==> config.mk <==
export PLATFORM = sky130hd
export DESIGN_NAME = sysmm_grid
export DESIGN_NICKNAME = d
export VERILOG_FILES = /design/src/rtl/sysmm_pkg.sv /design/src/rtl/sysmm_skew.sv /design/src/rtl/sysmm_cell.sv /design/src/rtl/sysmm_grid.sv
export SDC_FILE = /design/constraint.sdc
export NUM_CORES = 2
export LEC_CHECK = 0
export ABC_AREA = 0
export BUFFER_PORTS_ARGS = -buffer_cell sky130_fd_sc_hd__buf_2
export CORE_ASPECT_RATIO = 1.4
export CORE_MARGIN = 10
export CORE_UTILIZATION = 30
export CTS_CLUSTER_DIAMETER = 40
export DETAILED_ROUTE_END_ITERATION = 7
export PLACE_DENSITY = 0.52
export SETUP_SLACK_MARGIN = 0.5
export SYNTH_ARGS = -nofsm -noshare
export SYNTH_HDL_FRONTEND = slang
export SYNTH_SLANG_ARGS = --single-unit
==> constraint.sdc <==
create_clock -name clk -period 10.5 [get_ports clk]
set_clock_uncertainty 0.15 [all_clocks]
set_input_delay 1.575 -clock clk [delete_from_list [all_inputs] [get_ports clk]]
set_output_delay 1.575 -clock clk [all_outputs]
set_load 0.03 [all_outputs]
==> src/rtl/sysmm_pkg.sv <==
package sysmm_pkg;
  // Edge (counted from the start edge) at which the final cell receives its last pair.
  function automatic int final_step(int n);
    return 3 * n - 2;
  endfunction
endpackage

==> src/rtl/sysmm_skew.sv <==
// Edge feeder for one row of A or one column of B.
// Element e of the lane is presented while the step counter equals LANE + e.
module sysmm_skew #(
  parameter int N    = 3,
  parameter int DW   = 8,
  parameter int CW   = 4,
  parameter int LANE = 0
) (
  input  logic [N*DW-1:0]       vec,
  input  logic [CW-1:0]         cnt,
  input  logic                  run,
  output logic signed [DW-1:0]  dat,
  output logic                  vld
);
  int pos;
  always_comb begin
    pos = int'(cnt) - LANE;
    dat = '0;
    vld = 1'b0;
    if (run && pos >= 0 && pos < N) begin
      dat = $signed(vec[pos*DW +: DW]);
      vld = 1'b1;
    end
  end
endmodule

==> src/rtl/sysmm_cell.sv <==
// One grid cell: latches and forwards operands, accumulates valid pairs.
module sysmm_cell #(
  parameter int DW = 8,
  parameter int AW = 20
) (
  input  logic                 clk,
  input  logic                 rst_n,
  input  logic                 clr,
  input  logic signed [DW-1:0] a_i,
  input  logic                 a_vi,
  input  logic signed [DW-1:0] b_i,
  input  logic                 b_vi,
  output logic signed [DW-1:0] a_o,
  output logic                 a_vo,
  output logic signed [DW-1:0] b_o,
  output logic                 b_vo,
  output logic signed [AW-1:0] acc_o
);
  logic signed [2*DW-1:0] prod;
  assign prod = a_i * b_i;

  always_ff @(posedge clk or negedge rst_n) begin
    if (!rst_n) begin
      a_o   <= '0;
      a_vo  <= 1'b0;
      b_o   <= '0;
      b_vo  <= 1'b0;
      acc_o <= '0;
    end else if (clr) begin
      a_o   <= '0;
      a_vo  <= 1'b0;
      b_o   <= '0;
      b_vo  <= 1'b0;
      acc_o <= '0;
    end else begin
      a_o  <= a_i;
      a_vo <= a_vi;
      b_o  <= b_i;
      b_vo <= b_vi;
      if (a_vi && b_vi)
        acc_o <= acc_o + AW'(prod);
    end
  end
endmodule

==> src/rtl/sysmm_grid.sv <==
module sysmm_grid #(
  parameter int N  = 3,
  parameter int DW = 8,
  parameter int AW = 20
) (
  input  logic              clk,
  input  logic              rst_n,
  input  logic              start,
  input  logic [N*N*DW-1:0] a_mat,
  input  logic [N*N*DW-1:0] b_mat,
  output logic              done,
  output logic [N*N*AW-1:0] c_res
);
  localparam int LAST = sysmm_pkg::final_step(N) - 1;  // counter value at the final edge
  localparam int CW   = $clog2(3 * N);

  logic [N*N*DW-1:0] a_q, b_q;
  logic [CW-1:0]     cnt;
  logic              run;

  // operand capture and step sequencing
  always_ff @(posedge clk or negedge rst_n) begin
    if (!rst_n) begin
      a_q  <= '0;
      b_q  <= '0;
      cnt  <= '0;
      run  <= 1'b0;
      done <= 1'b0;
    end else begin
      done <= 1'b0;
      if (start) begin
        a_q <= a_mat;
        b_q <= b_mat;
        cnt <= '0;
        run <= 1'b1;
      end else if (run) begin
        if (int'(cnt) == LAST) begin
          run  <= 1'b0;
          done <= 1'b1;
        end else begin
          cnt <= cnt + 1'b1;
        end
      end
    end
  end

  logic signed [DW-1:0] a_bus  [N][N+1];
  logic                 a_vbus [N][N+1];
  logic signed [DW-1:0] b_bus  [N+1][N];
  logic                 b_vbus [N+1][N];
  logic [N*DW-1:0]      b_col  [N];

  for (genvar r = 0; r < N; r++) begin : g_rowfeed
    sysmm_skew #(.N(N), .DW(DW), .CW(CW), .LANE(r)) u_rowfeed (
      .vec (a_q[r*N*DW +: N*DW]),
      .cnt (cnt),
      .run (run),
      .dat (a_bus[r][0]),
      .vld (a_vbus[r][0])
    );
  end

  for (genvar c = 0; c < N; c++) begin : g_colfeed
    for (genvar k = 0; k < N; k++) begin : g_gather
      assign b_col[c][k*DW +: DW] = b_q[(k*N+c)*DW +: DW];
    end
    sysmm_skew #(.N(N), .DW(DW), .CW(CW), .LANE(c)) u_colfeed (
      .vec (b_col[c]),
      .cnt (cnt),
      .run (run),
      .dat (b_bus[0][c]),
      .vld (b_vbus[0][c])
    );
  end

  for (genvar r = 0; r < N; r++) begin : g_r
    for (genvar c = 0; c < N; c++) begin : g_c
      logic signed [AW-1:0] acc;
      sysmm_cell #(.DW(DW), .AW(AW)) u_cell (
        .clk   (clk),
        .rst_n (rst_n),
        .clr   (start),
        .a_i   (a_bus[r][c]),
        .a_vi  (a_vbus[r][c]),
        .b_i   (b_bus[r][c]),
        .b_vi  (b_vbus[r][c]),
        .a_o   (a_bus[r][c+1]),
        .a_vo  (a_vbus[r][c+1]),
        .b_o   (b_bus[r+1][c]),
        .b_vo  (b_vbus[r+1][c]),
        .acc_o (acc)
      );
      assign c_res[(r*N+c)*AW +: AW] = acc;
    end
  end
endmodule

======== Word level (Yosys, flattened, before mapping) ========
Cells that the tools add are included.
operators by class
  add/sub/neg operators ................... 12
  multipliers ............................. 9
  divide/modulo/power cells ............... 0
  $lt $le $gt $ge ......................... 6
  eq/ne operators ......................... 2
  shift-type cells ........................ 6
  muxes and demuxes ....................... 54
  bitwise gates (word level) .............. 0
  reductions and logical operators ........ 17
operators by type and width
  kind                 count
  $mux 20              18
  $add 20x16->20       9
  $mul 8x8->16         9
  $mux 8               18
  $shiftx 24x32->8     4
  $ge 32x1->1 const B  2
  $lt 32x3->1 const B  2
  $shiftx 24x8->8      2
  $mux 1               15
  $reduce_bool 2->1    7
  $mux 4               3
  $logic_and 1x1->1    9
  $sub 4x1->5 const B  1
  $sub 4x2->5 const B  1
  $add 4x1->4 const B  1
  $eq 4x4->1 const B   1
  $ge 4x1->1 const B   1
  $lt 4x2->1 const B   1
  $ne 2x2->1 const B   1
  $reduce_and 2->1     1
storage, ports and cells
  bits in registers ....................... 432
  latch bits .............................. 0
  memory bits (writable) .................. 0
  memory bits (read-only) ................. 0
  output and inout bits ................... 181
  word-level logic and storage cells ...... 138
  memories kept ........................... 0

======== Logic depth before layout (Yosys ltp) ========
  word-level depth ........................ 9
  depth in mapped cells ................... 31

======== Hierarchy ========
From an unflattened synthesis, not the netlist that was laid out.
unflattened totals
  cells, all modules ...................... 4869
  area total of the unflattened synthesis .. 51622.0 um2
modules (own cells, without submodules)
  module                                    instances  cells each  area an instance (um2)
  sysmm_cell at g_r[1].g_c[0].u_cell ...    4          472         4829.6
  sysmm_grid                                1          333         5698.0
  sysmm_cell at g_r[0].g_c[0].u_cell        1          496         4997.3
  sysmm_cell at g_r[0].g_c[1].u_cell        1          486         4977.3
  sysmm_cell at g_r[2].g_c[1].u_cell        1          485         4938.5
  sysmm_cell at g_r[0].g_c[2].u_cell        1          482         4868.4
  sysmm_cell at g_r[2].g_c[2].u_cell        1          473         4854.7
  sysmm_skew at g_colfeed[0].u_colfeed ...  2          39          379.1
  sysmm_skew at g_colfeed[1].u_colfeed ...  2          36          309.0
  sysmm_skew at g_colfeed[2].u_colfeed ...  2          38          296.5

======== Least setup slack after synthesis ========
No wires, ideal clock.
  path kind ............................... register -> register
  from .................................... register cnt[1]
  to ...................................... register g_r[0].g_c[1].u_cell.acc_o[19]
  arrival ................................. 7.104 ns
  required time ........................... 10.221 ns
  slack ................................... 3.117 ns
  stages on the path, launching flop included .. 24
  clock period less this slack ............ 7.383 ns
  cell sequence ........................... dfrtp_1 -> buf_2 -> inv_2 -> buf_1 -> ha_1 -> clkbuf_1 -> nor2_1 -> a22oi_1 -> nor2_1 -> and2_1 -> fa_1 -> fa_1 -> fa_1 -> fa_1 -> fa_1 -> ha_1 -> a21oi_1 -> o21ai_0 -> o31a_1 -> or3_1 -> a21bo_1 -> a31oi_1 -> xnor2_1 -> o21ai_1
on the way
  cells in the longest elaborated chain, start to end .. 9
  elaborated cells between the ends (all ways) .. 14
RTL lines
  item                            line              RTL
  start: declaration              sysmm_grid.sv:18  logic [CW-1:0] cnt;
  start signal: assignment        sysmm_grid.sv:41  cnt <= cnt + 1'b1;
  $sub 4x1->5 *                   sysmm_skew.sv:17  pos = int'(cnt) - LANE;
  $ge 32x1->1                     sysmm_skew.sv:20  if (run && pos >= 0 && pos < N) begin
  $logic_and 1x1->1 (2 in a row)  sysmm_skew.sv:20
  $mux 8                          sysmm_skew.sv:20
  $mul 8x8->16                    sysmm_cell.sv:20  assign prod = a_i * b_i;
  $add 20x16->20                  sysmm_cell.sv:41  acc_o <= acc_o + AW'(prod);
  $mux 20                         sysmm_cell.sv:40  if (a_vi && b_vi)
  $mux 20                         sysmm_cell.sv:29  end else if (clr) begin
  end signal: assignment          sysmm_cell.sv:41
  end: declaration                sysmm_cell.sv:17  output logic signed [AW-1:0] acc_o
Every way passes the cells marked *; elsewhere a longest branch is shown, timed or not. The select of a mux whose other input is x is not followed.
A chain may end at the register's enable or synchronous reset.

======== Final worst setup path ========
  from .................................... register cnt[0]
  to ...................................... register g_r[0].g_c[1].u_cell.acc_o[19]
Same word-level chain as after synthesis.

==> flow_summary_export.csv <==
group,metric,value,unit
final_layout,layout_common_cells,"inv_1 (1000), fa_1 (795), dfrtp_1 (431)",
timing,hold_viol_final,0,
pwr,p_per_area,161,nW/um2
die,io_pins,328,
global_routing,grt_max_degree,163,
drt,remaining_drc_errors,0,
worst_setup_path,crit_arrival,8.97,ns
worst_setup_path,path_cells,"inv_1, ha_1, nor2_1, buf_4, a22oi_1, nor2_1, and2_1, fa_1, fa_1, fa_1, fa_1, fa_1, ha_1, a21oi_1, o21ai_0, o31a_1, or3_1, a21bo_1, a31oi_1, xnor2_1, o21ai_1",
clocking,clockBufferDepth,3,
clocking,cts_tree,"yes",
worst_setup_path,crit_family,"adder cells",
worst_setup_path,cpMaxStageDelayCell,"dfrtp_4",
die,dieArea,179000,um2
drt,vias_per_cell,4.58,
run_status,status,"complete, no violations",
drt,vias,33400,
global_routing,overflow,0,
pwr,p_clk_share,33.3,%
clocking,postCtsSetupBuffers,0,
final_layout,drive_gt1_share,13.5,%
clocking,numCtsBuffers,85,
pwr,p_seq_share,21.3,%
placed_design,pre_cts_ws,1.87,ns
final_layout,seq_area,10800,um2
yosys,synth_flop_cell,"dfrtp_1",
die,core_area,162000,um2
final_layout,nFillCells,16500,
flow_run,maxCapViolations,0,
die,start_util,30.1,%
yosys,synth_edf_count,0,
timing,setup_ws,1.90,ns
clocking,cts_root_buf,"clkbuf_16",
die,core.rowCount,175,
yosys,synth_area_leaders,"fa_1 (33%), dfrtp_1 (22%), ha_1 (11%)",
worst_setup_path,critical_path.max_stage_delay,0.94,ns
final_layout,multi_input_area,33700,um2
worst_hold_path,hp-class,"reg -> reg",
final_layout,area_growth,14.8,%
yosys,async_reset_ff_share,100,%
global_routing,grt_pass1_wl,215,mm
worst_setup_path,crit_path_end_kind,"flip-flop",
global_routing,antenna_found_initial,10,
die,dieWidth,361,um
yosys,syn-instance-count,4789,
clocking,htree_levels,3,
timing,finalSetupViolCount,0,
worst_setup_path,path_buf_inv,2,
timing,max_freq,116,MHz
timing,tightestPinTransition,1.11,ns
yosys,yosys_warnings,0,
clocking,holdBufCountCts,0,
yosys,yosysUniqueCellTypes,69,
clocking,cts_repair_resize_count,0,
timing,period_minus_slack,8.60,ns
timing,whs,0.351,ns
drt,wire_per_inst,18.3,um
drt,drt_pre_antenna_iters,5,
placed_design,placed_area,52800,um2
worst_setup_path,worstSetupPathType,"reg -> reg",
pwr,swShare,39.2,%
timing,tns,0,ns
clocking,cts.sinks,432,
worst_setup_path,critPathLaunchType,"flip-flop",
yosys,yosysTopAreaCellShare,32.6,%
pwr,max-vdd-ir-drop,0.403,mV
drt,drt_iter0_drc,1241,
clocking,clk_pin_slew,0.06,ns
clocking,clk_latency,0.69,ns
global_routing,grt_use_total,15.2,%
pwr,power.switching,3540,uW
pwr,power,9030,uW
drt,wl,134,mm
placed_design,io_buffers,327,
yosys,yosysSeqAreaShare,22.2,%
yosys,synth_area_leader_cell,"fa_1",
pwr,p_leak,0.0288,uW
placed_design,dpl.hpwl,111,mm
die,die_y,497,um
worst_setup_path,path_max_fanout,34,
timing,slew_violations,0,
timing,rsz0062_at_grt,"false",
pwr,p_int,5490,uW
yosys,synth_area,48700,um2
final_layout,num-nets-final,6464,
yosys,syn_area_per_cell,10.2,um2
pwr,combPwrFrac,45.4,%
final_layout,layout_commonest_cell,"inv_1",
timing,fin_crit_sh,81.9,%
yosys,synth.net_count,6150,
placed_design,place_congestion,0.852,
drt,ant_nets,0,
yosys,yosys_register_bits,432,
global_routing,grt_pass1_vias,37800,
worst_setup_path,crit_required,10.87,ns
timing,slew_headroom,25.8,%
worst_setup_path,crit_path_frequent_cell,"fa_1",
final_layout,postLayoutCellArea,56000,um2
## metal layers
metal	GRT usage [%]	share of wire, %	vias up
li1	-	-	15500
met1	18.4	42	17100
met2	26.6	50	661
met3	3.59	5.9	185
met4	4.58	2.6	10
met5	0	0.042	-
## layout make-up
class / count / share of cell area (%)
diodes: 4 / 0.0179
clock buffers: 95 / 4.01
clock inverters: 64 / 1.57
inverters: 1005 / 6.74
multi-input cells: 3228 / 60.3
flip-flops and latches: 432 / 19.3
well taps: 2124 / 4.75
repair buffers: 351 / 3.33
## through the flow
stage / util (%) / std cells
2_1_floorplan: - / 4789
3_3_place_gp: 32.6 / 7140
3_5_place_dp: 32.6 / 7140
4_1_cts: 34.5 / 7299
5_1_grt: 34.5 / 7300
6_report: 34.5 / 7303
## sequential cells by signal (all words and copies together), names as in the netlist
signal,flops
g_r.g_c.u_cell.b_o,48
g_r.g_c.u_cell.b_vo,4
cnt,4
g_r.g_c.u_cell.acc_o,180
b_q,72
g_r.g_c.u_cell.a_vo,2
run,1
g_r.g_c.u_cell.a_o,48
done,1
a_q,72
## cells in the mapped netlist, drive strengths merged, types with 9 or more instances
| cell type | instances |
|---|---|
| inv | 1003 |
| nand2b | 55 |
| and2 | 241 |
| nor2b | 70 |
| mux2 | 163 |
| nor2 | 262 |
| o21ai | 154 |
| o31ai | 24 |
| and3 | 14 |
| nand3 | 14 |
| a22oi | 17 |
| a31oi | 14 |
| a21oi | 105 |
| nor3 | 22 |
| xor2 | 55 |
| xnor2 | 109 |
| a22o | 45 |
| o211ai | 9 |
| dfrtp | 432 |
| nand2 | 392 |
| mux2i | 56 |
| a21o | 29 |
| o21a | 35 |
| buf | 28 |
| fa | 795 |
| clkbuf | 96 |
| or3 | 12 |
| a211oi | 25 |
| ha | 419 |
## cells by family after synthesis
group,Yosys count,synth area share (%)
buf+inv,1129,8.73
mux,219,4.92
simple gates,1121,11.1
xor+xnor,164,2.95
compound gates,510,6.76
fa+ha+maj,1214,43.4
flops,432,22.2
## path summary, 6_finish.rpt
check | start | end | slack (ns) | cells past startpoint
min in group asynchronous | rst_n | g_r[1].g_c[2].u_cell.acc_o[17]$_DFFE_PN0P_ | 0.77 | 1
min | b_q[15]$_DFFE_PN0P_ | b_q[15]$_DFFE_PN0P_ | 0.35 | 1
max | cnt[0]$_DFFE_PN0P_ | g_r[0].g_c[1].u_cell.acc_o[19]$_DFFE_PN0P_ | 1.90 | 21
max in group asynchronous | rst_n | cnt[0]$_DFFE_PN0P_ | 7.14 | 3
max reg2reg | cnt[0]$_DFFE_PN0P_ | g_r[0].g_c[1].u_cell.acc_o[19]$_DFFE_PN0P_ | 1.90 | 21
min reg2reg | b_q[15]$_DFFE_PN0P_ | b_q[15]$_DFFE_PN0P_ | 0.35 | 1
## power by group through the flow
stage                     sequential, uW  clock, uW  combinational (uW)
after floorplan                     1950          0                3050
after global placement              1960          0                4100
after detailed placement            1960          0                4120
after CTS                           1930       3090                4190
after global routing                1950       3160                4700
final                               1930       3010                4100
Note: power is estimated with default switching activity, not from simulation.
